File: src/rtl/wgd_pkg.sv
package wgd_pkg;

    localparam int NDIM = 3;

    typedef enum logic [2:0] {
        PH_IDLE = 3'd0,
        PH_DIV  = 3'd1,
        PH_MULA = 3'd2,
        PH_MULB = 3'd3,
        PH_RUN  = 3'd4
    } phase_e;

endpackage

File: src/rtl/wgd_ceil_div.sv
// Restoring divider, one quotient bit per cycle, rounding the result up.
module wgd_ceil_div #(
    parameter int W = 16
) (
    input  logic         clk,
    input  logic         rst_n,
    input  logic         start_i,
    input  logic [W-1:0] num_i,
    input  logic [W-1:0] den_i,
    output logic         ok_o,
    output logic [W-1:0] quo_o
);
    localparam int CW = $clog2(W + 1);

    typedef struct packed {
        logic [W:0]    rem;
        logic [W-1:0]  quo;
        logic [W-1:0]  den;
        logic [CW-1:0] cnt;
        logic          run;
        logic          ok;
    } dv_t;

    dv_t dv_d, dv_q;
    logic [W:0] shifted;
    logic [W:0] trial;

    always_comb begin
        dv_d    = dv_q;
        shifted = {dv_q.rem[W-1:0], dv_q.quo[W-1]};
        trial   = shifted - {1'b0, dv_q.den};
        if (start_i) begin
            dv_d.rem = '0;
            dv_d.quo = num_i;
            dv_d.den = den_i;
            dv_d.cnt = CW'(W);
            dv_d.run = 1'b1;
            dv_d.ok  = 1'b0;
        end else if (dv_q.run) begin
            if (!trial[W]) begin
                dv_d.rem = trial;
                dv_d.quo = {dv_q.quo[W-2:0], 1'b1};
            end else begin
                dv_d.rem = shifted;
                dv_d.quo = {dv_q.quo[W-2:0], 1'b0};
            end
            dv_d.cnt = dv_q.cnt - 1'b1;
            if (dv_q.cnt == CW'(1)) begin
                dv_d.run = 1'b0;
                dv_d.ok  = 1'b1;
            end
        end
    end

    always_ff @(posedge clk) begin
        if (!rst_n) begin
            dv_q <= '0;
        end else begin
            dv_q <= dv_d;
        end
    end

    assign ok_o  = dv_q.ok;
    assign quo_o = dv_q.quo + W'(dv_q.rem != '0);

endmodule

File: src/rtl/wgd_axis_step.sv
// One axis of the coordinate odometer: increment on carry-in, wrap by size test.
module wgd_axis_step #(
    parameter int W         = 16,
    parameter bit KEEP_WRAP = 1'b0
) (
    input  logic         carry_i,
    input  logic [W-1:0] id_i,
    input  logic [W-1:0] wgsz_i,
    input  logic [W-1:0] grid_i,
    output logic [W-1:0] id_o,
    output logic         wrap_o
);
    localparam int PW = 2 * W;

    logic [W-1:0]  inc;
    logic [PW-1:0] reach;

    always_comb begin
        inc    = id_i + 1'b1;
        reach  = PW'(inc) * PW'(wgsz_i);
        wrap_o = carry_i && (reach >= PW'(grid_i));
        if (!carry_i) begin
            id_o = id_i;
        end else if (wrap_o && !KEEP_WRAP) begin
            id_o = '0;
        end else begin
            id_o = inc;
        end
    end

endmodule

File: src/rtl/wg_dispatch_seq.sv
module wg_dispatch_seq
    import wgd_pkg::*;
#(
    parameter int SIZE_W = 16
) (
    input  logic                  clk,
    input  logic                  rst_n,
    input  logic                  load_i,
    input  logic [SIZE_W-1:0]     grid_x_i,
    input  logic [SIZE_W-1:0]     grid_y_i,
    input  logic [SIZE_W-1:0]     grid_z_i,
    input  logic [SIZE_W-1:0]     wgsz_x_i,
    input  logic [SIZE_W-1:0]     wgsz_y_i,
    input  logic [SIZE_W-1:0]     wgsz_z_i,
    input  logic                  disp_i,
    input  logic                  wg_done_i,
    output logic                  busy_o,
    output logic [SIZE_W-1:0]     wg_x_o,
    output logic [SIZE_W-1:0]     wg_y_o,
    output logic [SIZE_W-1:0]     wg_z_o,
    output logic [3*SIZE_W-1:0]   gid_o,
    output logic [SIZE_W-1:0]     cnt_x_o,
    output logic [SIZE_W-1:0]     cnt_y_o,
    output logic [SIZE_W-1:0]     cnt_z_o,
    output logic [3*SIZE_W-1:0]   total_o,
    output logic [3*SIZE_W-1:0]   completed_o,
    output logic                  complete_o,
    output logic                  all_done_o
);
    localparam int PW = 2 * SIZE_W;
    localparam int TW = 3 * SIZE_W;

    typedef struct packed {
        phase_e                        phase;
        logic [NDIM-1:0][SIZE_W-1:0]   grid;
        logic [NDIM-1:0][SIZE_W-1:0]   wgs;
        logic [NDIM-1:0][SIZE_W-1:0]   id;
        logic [NDIM-1:0][SIZE_W-1:0]   cnt;
        logic [PW-1:0]                 prod;
        logic [TW-1:0]                 total;
        logic [TW-1:0]                 gid;
        logic [TW-1:0]                 completed;
        logic                          complete;
    } seq_t;

    seq_t seq_d, seq_q;

    logic [NDIM-1:0][SIZE_W-1:0] grid_in;
    logic [NDIM-1:0][SIZE_W-1:0] wgs_in;
    logic [NDIM-1:0]             div_ok;
    logic [NDIM-1:0][SIZE_W-1:0] div_res;
    logic [NDIM-1:0][SIZE_W-1:0] id_nx;
    logic [NDIM-1:0]             wrap;
    logic [NDIM:0]               carry;

    assign grid_in = {grid_z_i, grid_y_i, grid_x_i};
    assign wgs_in  = {wgsz_z_i, wgsz_y_i, wgsz_x_i};
    assign carry[0] = 1'b1;

    for (genvar i = 0; i < NDIM; i++) begin : g_axis
        wgd_ceil_div #(
            .W(SIZE_W)
        ) u_div (
            .clk     (clk),
            .rst_n   (rst_n),
            .start_i (load_i),
            .num_i   (grid_in[i]),
            .den_i   (wgs_in[i]),
            .ok_o    (div_ok[i]),
            .quo_o   (div_res[i])
        );

        wgd_axis_step #(
            .W         (SIZE_W),
            .KEEP_WRAP (i == NDIM - 1)
        ) u_step (
            .carry_i (carry[i]),
            .id_i    (seq_q.id[i]),
            .wgsz_i  (seq_q.wgs[i]),
            .grid_i  (seq_q.grid[i]),
            .id_o    (id_nx[i]),
            .wrap_o  (wrap[i])
        );

        assign carry[i+1] = wrap[i];
    end

    always_comb begin
        seq_d = seq_q;
        unique case (seq_q.phase)
            PH_DIV: begin
                if (&div_ok) begin
                    seq_d.cnt   = div_res;
                    seq_d.phase = PH_MULA;
                end
            end
            PH_MULA: begin
                seq_d.prod  = PW'(seq_q.cnt[0]) * PW'(seq_q.cnt[1]);
                seq_d.phase = PH_MULB;
            end
            PH_MULB: begin
                seq_d.total = TW'(seq_q.prod) * TW'(seq_q.cnt[2]);
                seq_d.phase = PH_RUN;
            end
            PH_RUN: begin
                if (disp_i && !seq_q.complete) begin
                    seq_d.id       = id_nx;
                    seq_d.gid      = seq_q.gid + 1'b1;
                    seq_d.complete = carry[NDIM];
                end
            end
            default: begin
            end
        endcase

        if (wg_done_i) begin
            seq_d.completed = seq_q.completed + 1'b1;
        end

        if (load_i) begin
            seq_d.grid      = grid_in;
            seq_d.wgs       = wgs_in;
            seq_d.id        = '0;
            seq_d.gid       = '0;
            seq_d.completed = '0;
            seq_d.complete  = 1'b0;
            seq_d.phase     = PH_DIV;
        end
    end

    always_ff @(posedge clk) begin
        if (!rst_n) begin
            seq_q       <= '0;
            seq_q.phase <= PH_IDLE;
        end else begin
            seq_q <= seq_d;
        end
    end

    assign busy_o      = (seq_q.phase == PH_DIV) || (seq_q.phase == PH_MULA) ||
                         (seq_q.phase == PH_MULB);
    assign wg_x_o      = seq_q.id[0];
    assign wg_y_o      = seq_q.id[1];
    assign wg_z_o      = seq_q.id[2];
    assign gid_o       = seq_q.gid;
    assign cnt_x_o     = seq_q.cnt[0];
    assign cnt_y_o     = seq_q.cnt[1];
    assign cnt_z_o     = seq_q.cnt[2];
    assign total_o     = seq_q.total;
    assign completed_o = seq_q.completed;
    assign complete_o  = seq_q.complete;
    assign all_done_o  = seq_q.complete && (seq_q.completed == seq_q.total);

endmodule

File: config.mk
export PLATFORM = sky130hd
export DESIGN_NAME = wg_dispatch_seq
export DESIGN_NICKNAME = d
export VERILOG_FILES = /design/src/rtl/wgd_pkg.sv /design/src/rtl/wgd_ceil_div.sv /design/src/rtl/wgd_axis_step.sv /design/src/rtl/wg_dispatch_seq.sv
export SDC_FILE = /design/constraint.sdc
export NUM_CORES = 2
export LEC_CHECK = 0
export BUFFER_PORTS_ARGS = -buffer_cell sky130_fd_sc_hd__buf_4
export CAP_MARGIN = 40
export CORE_MARGIN = 3
export CORE_UTILIZATION = 50
export CTS_BUF_LIST = sky130_fd_sc_hd__clkbuf_4
export DETAILED_ROUTE_END_ITERATION = 7
export GPL_TIMING_DRIVEN = 0
export PLACE_DENSITY = 0.68
export SKIP_CTS_REPAIR_TIMING = 1
export SYNTH_ARGS = -nofsm -noshare
export SYNTH_HDL_FRONTEND = slang
export SYNTH_HIERARCHICAL = 1
export SYNTH_SLANG_ARGS = --single-unit
File: constraint.sdc
create_clock -name clk -period 24 [get_ports clk]
set_input_delay 1.2 -clock clk [delete_from_list [all_inputs] [get_ports clk]]
set_output_delay 1.2 -clock clk [all_outputs]
set_load 0.05 [all_outputs]
=== Word level (Yosys, flattened, before mapping) ===
Cells that the tools add are included.

* Register bits: 492
* Latch bits: 0
* Bits in writable memories: 0
* ROM bits: 0
* Input bits: 101
* Logic and storage cells: 123
* Memories: 0

* Add/sub/neg operators: 14
* $mul: 5
* Divide/modulo/power cells: 0
* $lt $le $gt $ge: 3
* Equality and inequality tests: 10
* Shifts and indexed selects: 0
* Muxes and demuxes: 27
* Bitwise logic cells: 1
* Reductions and logical operators: 26

{| class="wikitable"
|+ Operators by type and width
! kind !! count
|-
| $mux 16 || 10
|-
| $mux 145 || 1
|-
| $mul 16x16->32 || 4
|-
| $mux 33 || 3
|-
| $add 48x1->48 const B || 2
|-
| $ge 32x16->1 || 3
|-
| $mux 48 || 2
|-
| $reduce_bool 17->1 || 3
|-
| $sub 17x16->17 || 3
|-
| $add 16x1->16 || 3
|-
| $add 16x1->16 const B || 3
|-
| $eq 48x48->1 || 1
|-
| $mul 32x16->48 || 1
|-
| $mux 7 || 6
|-
| $eq 5x1->1 const B || 3
|-
| $sub 5x1->5 const B || 3
|-
| $reduce_and 2->1 || 6
|-
| $pmux 3 s3 || 1
|-
| $reduce_and 3->1 || 3
|-
| $eq 3x2->1 const B || 2
|-
| $mux 2 || 3
|-
| $reduce_bool 2->1 || 3
|-
| $logic_and 1x1->1 || 4
|-
| $reduce_and 4->1 || 1
|-
| other kinds (11) || 12
|}

=== Longest topological paths before layout ===
* Depth after elaboration: 9
* Depth in mapped cells: 43

=== Modules after synthesis ===
Netlist, hierarchy kept.

{| class="wikitable"
|+ Modules (own cells, without submodules)
! module !! instances !! cells each !! area an instance (µm²) !! seq. area each (µm²)
|-
| wg_dispatch_seq || 1 || 4720 || 40530.1 || 7447.1
|-
| wgd_ceil_div || 3 || 425 || 3497.1 || 1121.1
|-
| wgd_axis_step at g_axis[1].u_step || 1 || 1210 || 9988.3 || 0.0
|-
| wgd_axis_step at g_axis[0].u_step || 1 || 1174 || 9798.1 || 0.0
|-
| wgd_axis_step at g_axis[2].u_step || 1 || 1188 || 9794.4 || 0.0
|}

=== Worst setup path before layout ===
No wires, ideal clock.

* Path kind: flip-flop to flip-flop
* Start point: register seq_q (netlist bit wg_x_o[0])
* End point: register seq_q (netlist bit wg_z_o[9])
* Setup time: 70 ps
* Arrival: 9242 ps
* Data required time: 23930 ps
* Setup slack: 14687 ps
* Cell stages (with the launch flop): 41
* Cells stage by stage: dfxtp_1 clkbuf_1 nand4_1 nor2_1 and2_1 xor2_1 clkbuf_1 nand2_1 fa_1 fa_1 fa_1 inv_1 fa_1 fa_1 inv_1 fa_1 inv_1 ha_1 [5 not listed] ha_1 a21oi_1 nand2_1 a21oi_1 o211ai_1 nor4_1 o211ai_1 nor4_4 nand4_4 buf_6 and2_4 clkbuf_1 and2b_1 clkbuf_1 nand3_1 xnor2_1 nand2_1 a21oi_1

* Longest elaborated chain between the ends: 5

{| class="wikitable"
|+ RTL lines
! item !! RTL line !! source
|-
| from (decl) || wg_dispatch_seq.sv:46 || <nowiki>seq_t seq_d, seq_q;</nowiki>
|-
| from (signal assigned) || wg_dispatch_seq.sv:136 || <nowiki>seq_q <= seq_d;</nowiki>
|-
| $add 16x1->16 || wgd_axis_step.sv:19 || <nowiki>inc = id_i + 1'b1;</nowiki>
|-
| $mul 16x16->32 || wgd_axis_step.sv:20 || <nowiki>reach = PW'(inc) * PW'(wgsz_i);</nowiki>
|-
| $ge 32x16->1 || wgd_axis_step.sv:21 || <nowiki>wrap_o = carry_i && (reach >= PW'(grid_i));</nowiki>
|-
| named net carry[1] || wg_dispatch_seq.sv:54 || <nowiki>logic [NDIM:0] carry;</nowiki>
|-
| $logic_and 1x1->1 || wgd_axis_step.sv:21 ||
|-
| named net carry[2] || wg_dispatch_seq.sv:54 ||
|-
| $reduce_and 3->1 (no line) || n/a ||
|}

The timed path passes the listed nets, and every way through them passes these cells.
A chain may end at the register's enable or synchronous reset.

=== Worst setup path after layout ===
* Start point: register seq_q (netlist bit wg_x_o[0])
* End point: register seq_q (netlist bit wg_z_o[0])

The elaborated chain is that of the path after synthesis.

==> impl_results.md <==
- GRT overflow: 0
- Actual slew at the worst max-slew pin: around 0.95 ns
- Power Density: 24.7 nW/um^2
- Synthesized area per cell: 8.43 um^2
- Hold Path Class: in -> reg
- Die height: 408 um
- CTS buffer count: 150
- Fill count: 14,900
- Antenna viol nets, final: 0
- Share of flip-flops with an asynchronous set or reset: 0
- Initial antenna violation count: 20
- Slowest CP cell: a211oi_1
- Worst Skew: 0.0853 ns
- Adder-Cell Fraction of Synth Area: 0.399
- P&R area growth vs syn: 9.30%
- First-pass GRT wire length: about 390,000 um
- Max Root-Sink Buffers: 3
- Post-synth EDFFs: 0
- DP Area: 86,200 um^2
- Worst slew margin: 0.364
- Most frequent cell on the critical path: fa_1
- Layout cell share with drive strength beyond 1: 0.0979
- Placer congestion estimate: 0.985
- Fin crit period: 12.60 ns
- Initial drt markers: around 5,000
- Combinational share of power: 0.171
- Post-synthesis xor/xnor area fraction: 0.0415
- Worst Setup End Kind: flop
- Clock power share: 0.389
- Post-synthesis cell type count: approximately 120
- Post-synth top flop: dfxtp_1
- Setup violators final: 0
- Worst path required time: between 20 and 25 ns
- Num rows: 146
- Initial Utilization: 0.506
- Mapped Area: 80,600 um^2
- Internal power: around 1.5 mW
- Die Area: 166,000 um^2
- Fin. max-slew vios: 0
- Outcome: finished clean
- Post-DP HPWL: 206,000 um
- Post-synthesis cell count: approximately 9,600
- NetSw: approximately 0.69 mW
- Compound-Gate Fraction of Synth Area: 0.0857
- RSZ-0062 raised after global routing: false
- Mux cell area share after synthesis: 0.0281
- Design area: 88,100 um^2
- Gr usage total: 0.299
- Vias in the first global route: 68,700
- #FFs+latches synth: between 500 and 600
- H-tree Lvls: 4
- Layout Nets: 12,000
- Largest net degree at the start of global routing: 29
- CTS tree: done
- Net switching share of the total power: 0.318
- Routed wire length: about 250,000 um
- Max VDD drop: 31.3 uV
- Via count: between 60,000 and 70,000
- IO Port Bufs: 342
- Core ar.: 159,000 um^2
- Max incr delay on CP: 0.67 ns
- CP Data Arrival Time: roughly 13 ns
- Root Driver: clkbuf_4
- I/O pin count: 344
- Max Cap Viol: 0
- Clk pin slew, worst setup/hold paths: around 0.07 ns
- Fmax: 79.4 MHz
- Critical setup path kind: reg -> reg
- Final Hold Fails: 0
- Largest family of logic cells by synthesized area: adder cells
- CP Launch Type: flop
- Clock Latency Late Sink: 1.11 ns
- Remaining DRCs: 0
- Register area share after synthesis: 0.134
- CP Max Fanout: 10
- DR pass1 iterations: 8
- DR vias/cell: 5.44
- WL/cell: approximately 20 um
- Sequential share of power: 0.441
- Die width: 408 um
- Post-Synth Simple-Gate Area: 0.196
- TNS Setup: 0 ns
- Fin crit share: 0.525
- Clock sinks: 540
- Static leakage: 43.1 nW
- Synth warn: 6
==> routing by layer <==
metal,GRT usage,part of all wire,vias to the layer above
met4,0.147,0.056,12
met2,0.482,0.46,2458
met5,0,0.00035,-
met1,0.385,0.40,33300
met3,0.0582,0.081,557
li1,-,-,30900
==> layout by cell type (no fill, tap or decap), drive strengths merged, types with 11 or more instances in the layout <==
cell | netlist | routed
a211o | 12 | 12
a211oi | 42 | 42
a21o | 72 | 72
a21oi | 388 | 388
a31oi | 42 | 42
a41oi | 12 | 12
and2 | 688 | 688
and2b | 11 | 11
and3 | 85 | 85
and4 | 11 | 11
buf | 292 | 662
clkbuf | 393 | 610
clkinv | 0 | 31
dfxtp | 540 | 540
diode | 0 | 12
fa | 1197 | 1197
ha | 652 | 652
inv | 1544 | 1551
mux2i | 221 | 221
nand2 | 1491 | 1491
nand2b | 55 | 55
nand3 | 163 | 163
nand4 | 76 | 76
nor2 | 383 | 383
nor2b | 110 | 110
nor3 | 69 | 69
nor4 | 36 | 36
o2111ai | 11 | 11
o211ai | 39 | 39
o21a | 29 | 29
o21ai | 263 | 263
o21bai | 25 | 25
o31ai | 18 | 18
or3 | 38 | 38
xnor2 | 204 | 204
xor2 | 176 | 176
==> kinds of logic (layout without fill, tap and decap cells) <==
kind of cell / after synthesis / count (layout)
compound gates: 1073 / 1073
xor+xnor: 380 / 380
fa+ha+maj: 1849 / 1849
buf+inv: 2229 / 2857
flops: 540 / 540
mux: 226 / 226
other cells: 1 / 20
simple gates: 3269 / 3269
==> power groups by stage <==
| stage | registers, mW | clock network (mW) | logic (mW) |
|---|---|---|---|
| final | 0.957 | 0.844 | 0.371 |
| after global routing | 0.960 | 0.920 | 0.407 |
| after CTS | 0.956 | 0.873 | 0.368 |
| after detailed placement | 0.976 | 0 | 0.365 |
| after global placement | 0.975 | 0 | 0.358 |
| after floorplan | 0.959 | 0 | 0.248 |
==> sequential cells by signal, indices dropped and copies added, names as in the netlist <==
signal and flops:
wg_z_o 16, total_o 48, g_axis.u_div/ok_o 3, wg_x_o 16
cnt_y_o 16, gid_o 48, completed_o 48, wg_y_o 16
cnt_z_o 16, g_axis.u_div/dv_q 165, seq_q 131, cnt_x_o 16
complete_o 1
==> worst paths after layout <==
| kind | from | endpoint | slack [ns] | cells after the start |
|---|---|---|---|---|
| max reg2reg | wg_x_o[0] | wg_z_o[0] | 11.40 | 39 |
| min | wgsz_x_i[7] | seq_q[280] | 0.37 | 3 |
| min reg2reg | wg_x_o[12] | wg_x_o[12] | 0.48 | 2 |
| max | wg_x_o[0] | wg_z_o[0] | 11.40 | 39 |
==> cell usage after synthesis, drive strengths merged (12+ instances only) <==
master / n / area share
a211o: 12 / 0.0013
a211oi: 42 / 0.0040
a21o: 72 / 0.0068
a21oi: 388 / 0.024
a31oi: 42 / 0.0033
a41oi: 12 / 0.0016
and2: 688 / 0.053
and3: 85 / 0.0067
buf: 292 / 0.026
clkbuf: 393 / 0.018
dfxtp: 540 / 0.13
fa: 1197 / 0.30
ha: 652 / 0.10
inv: 1544 / 0.072
mux2i: 221 / 0.027
nand2: 1491 / 0.069
nand2b: 55 / 0.0043
nand3: 163 / 0.010
nand4: 76 / 0.0062
nor2: 383 / 0.018
nor2b: 110 / 0.0088
nor3: 69 / 0.0045
nor4: 36 / 0.0030
o211ai: 39 / 0.0036
o21a: 29 / 0.0030
o21ai: 263 / 0.017
o21bai: 25 / 0.0023
o31ai: 18 / 0.0020
or3: 38 / 0.0030
xnor2: 204 / 0.022
xor2: 176 / 0.019
==> critical path, delay by kind of cell (launching register included) <==
| family | cells | cell delay, ns |
|---|---|---|
| buf+inv | 9 | 2.43 |
| flops | 1 | 0.41 |
| simple gates | 13 | 3.40 |
| xor+xnor | 3 | 1.01 |
| fa+ha+maj | 8 | 3.67 |
| compound gates | 6 | 1.43 |
==> cell type report <==
cell class                 count  area, um^2  share of cell area
multi-input combinational   6805       60500               0.686
inverter                    1544        5800              0.0658
timing repair buffer         371        2880              0.0327
clock buffer                 217        1630              0.0185
clock inverter                40         240             0.00273
buffer                       685        3570              0.0405
sequential                   540       10800               0.123
antenna                       12        30.0            0.000341
tap                         2146        2690              0.0305
==> metrics by stage <==
step	hold slack, ns	util	setup slack (ns)	std cells	total power, mW
after detailed placement	0.471	0.541	11.76	12100	1.34
final	0.369	0.553	11.40	12400	2.17
after CTS	0.205	0.553	11.67	12300	2.20
after global routing	0.257	0.553	10.64	12400	2.29
after floorplan	0.445	-	14.69	9574	1.21
after global placement	0.464	0.539	11.72	12100	1.33
(Power assumes the default switching activity.)
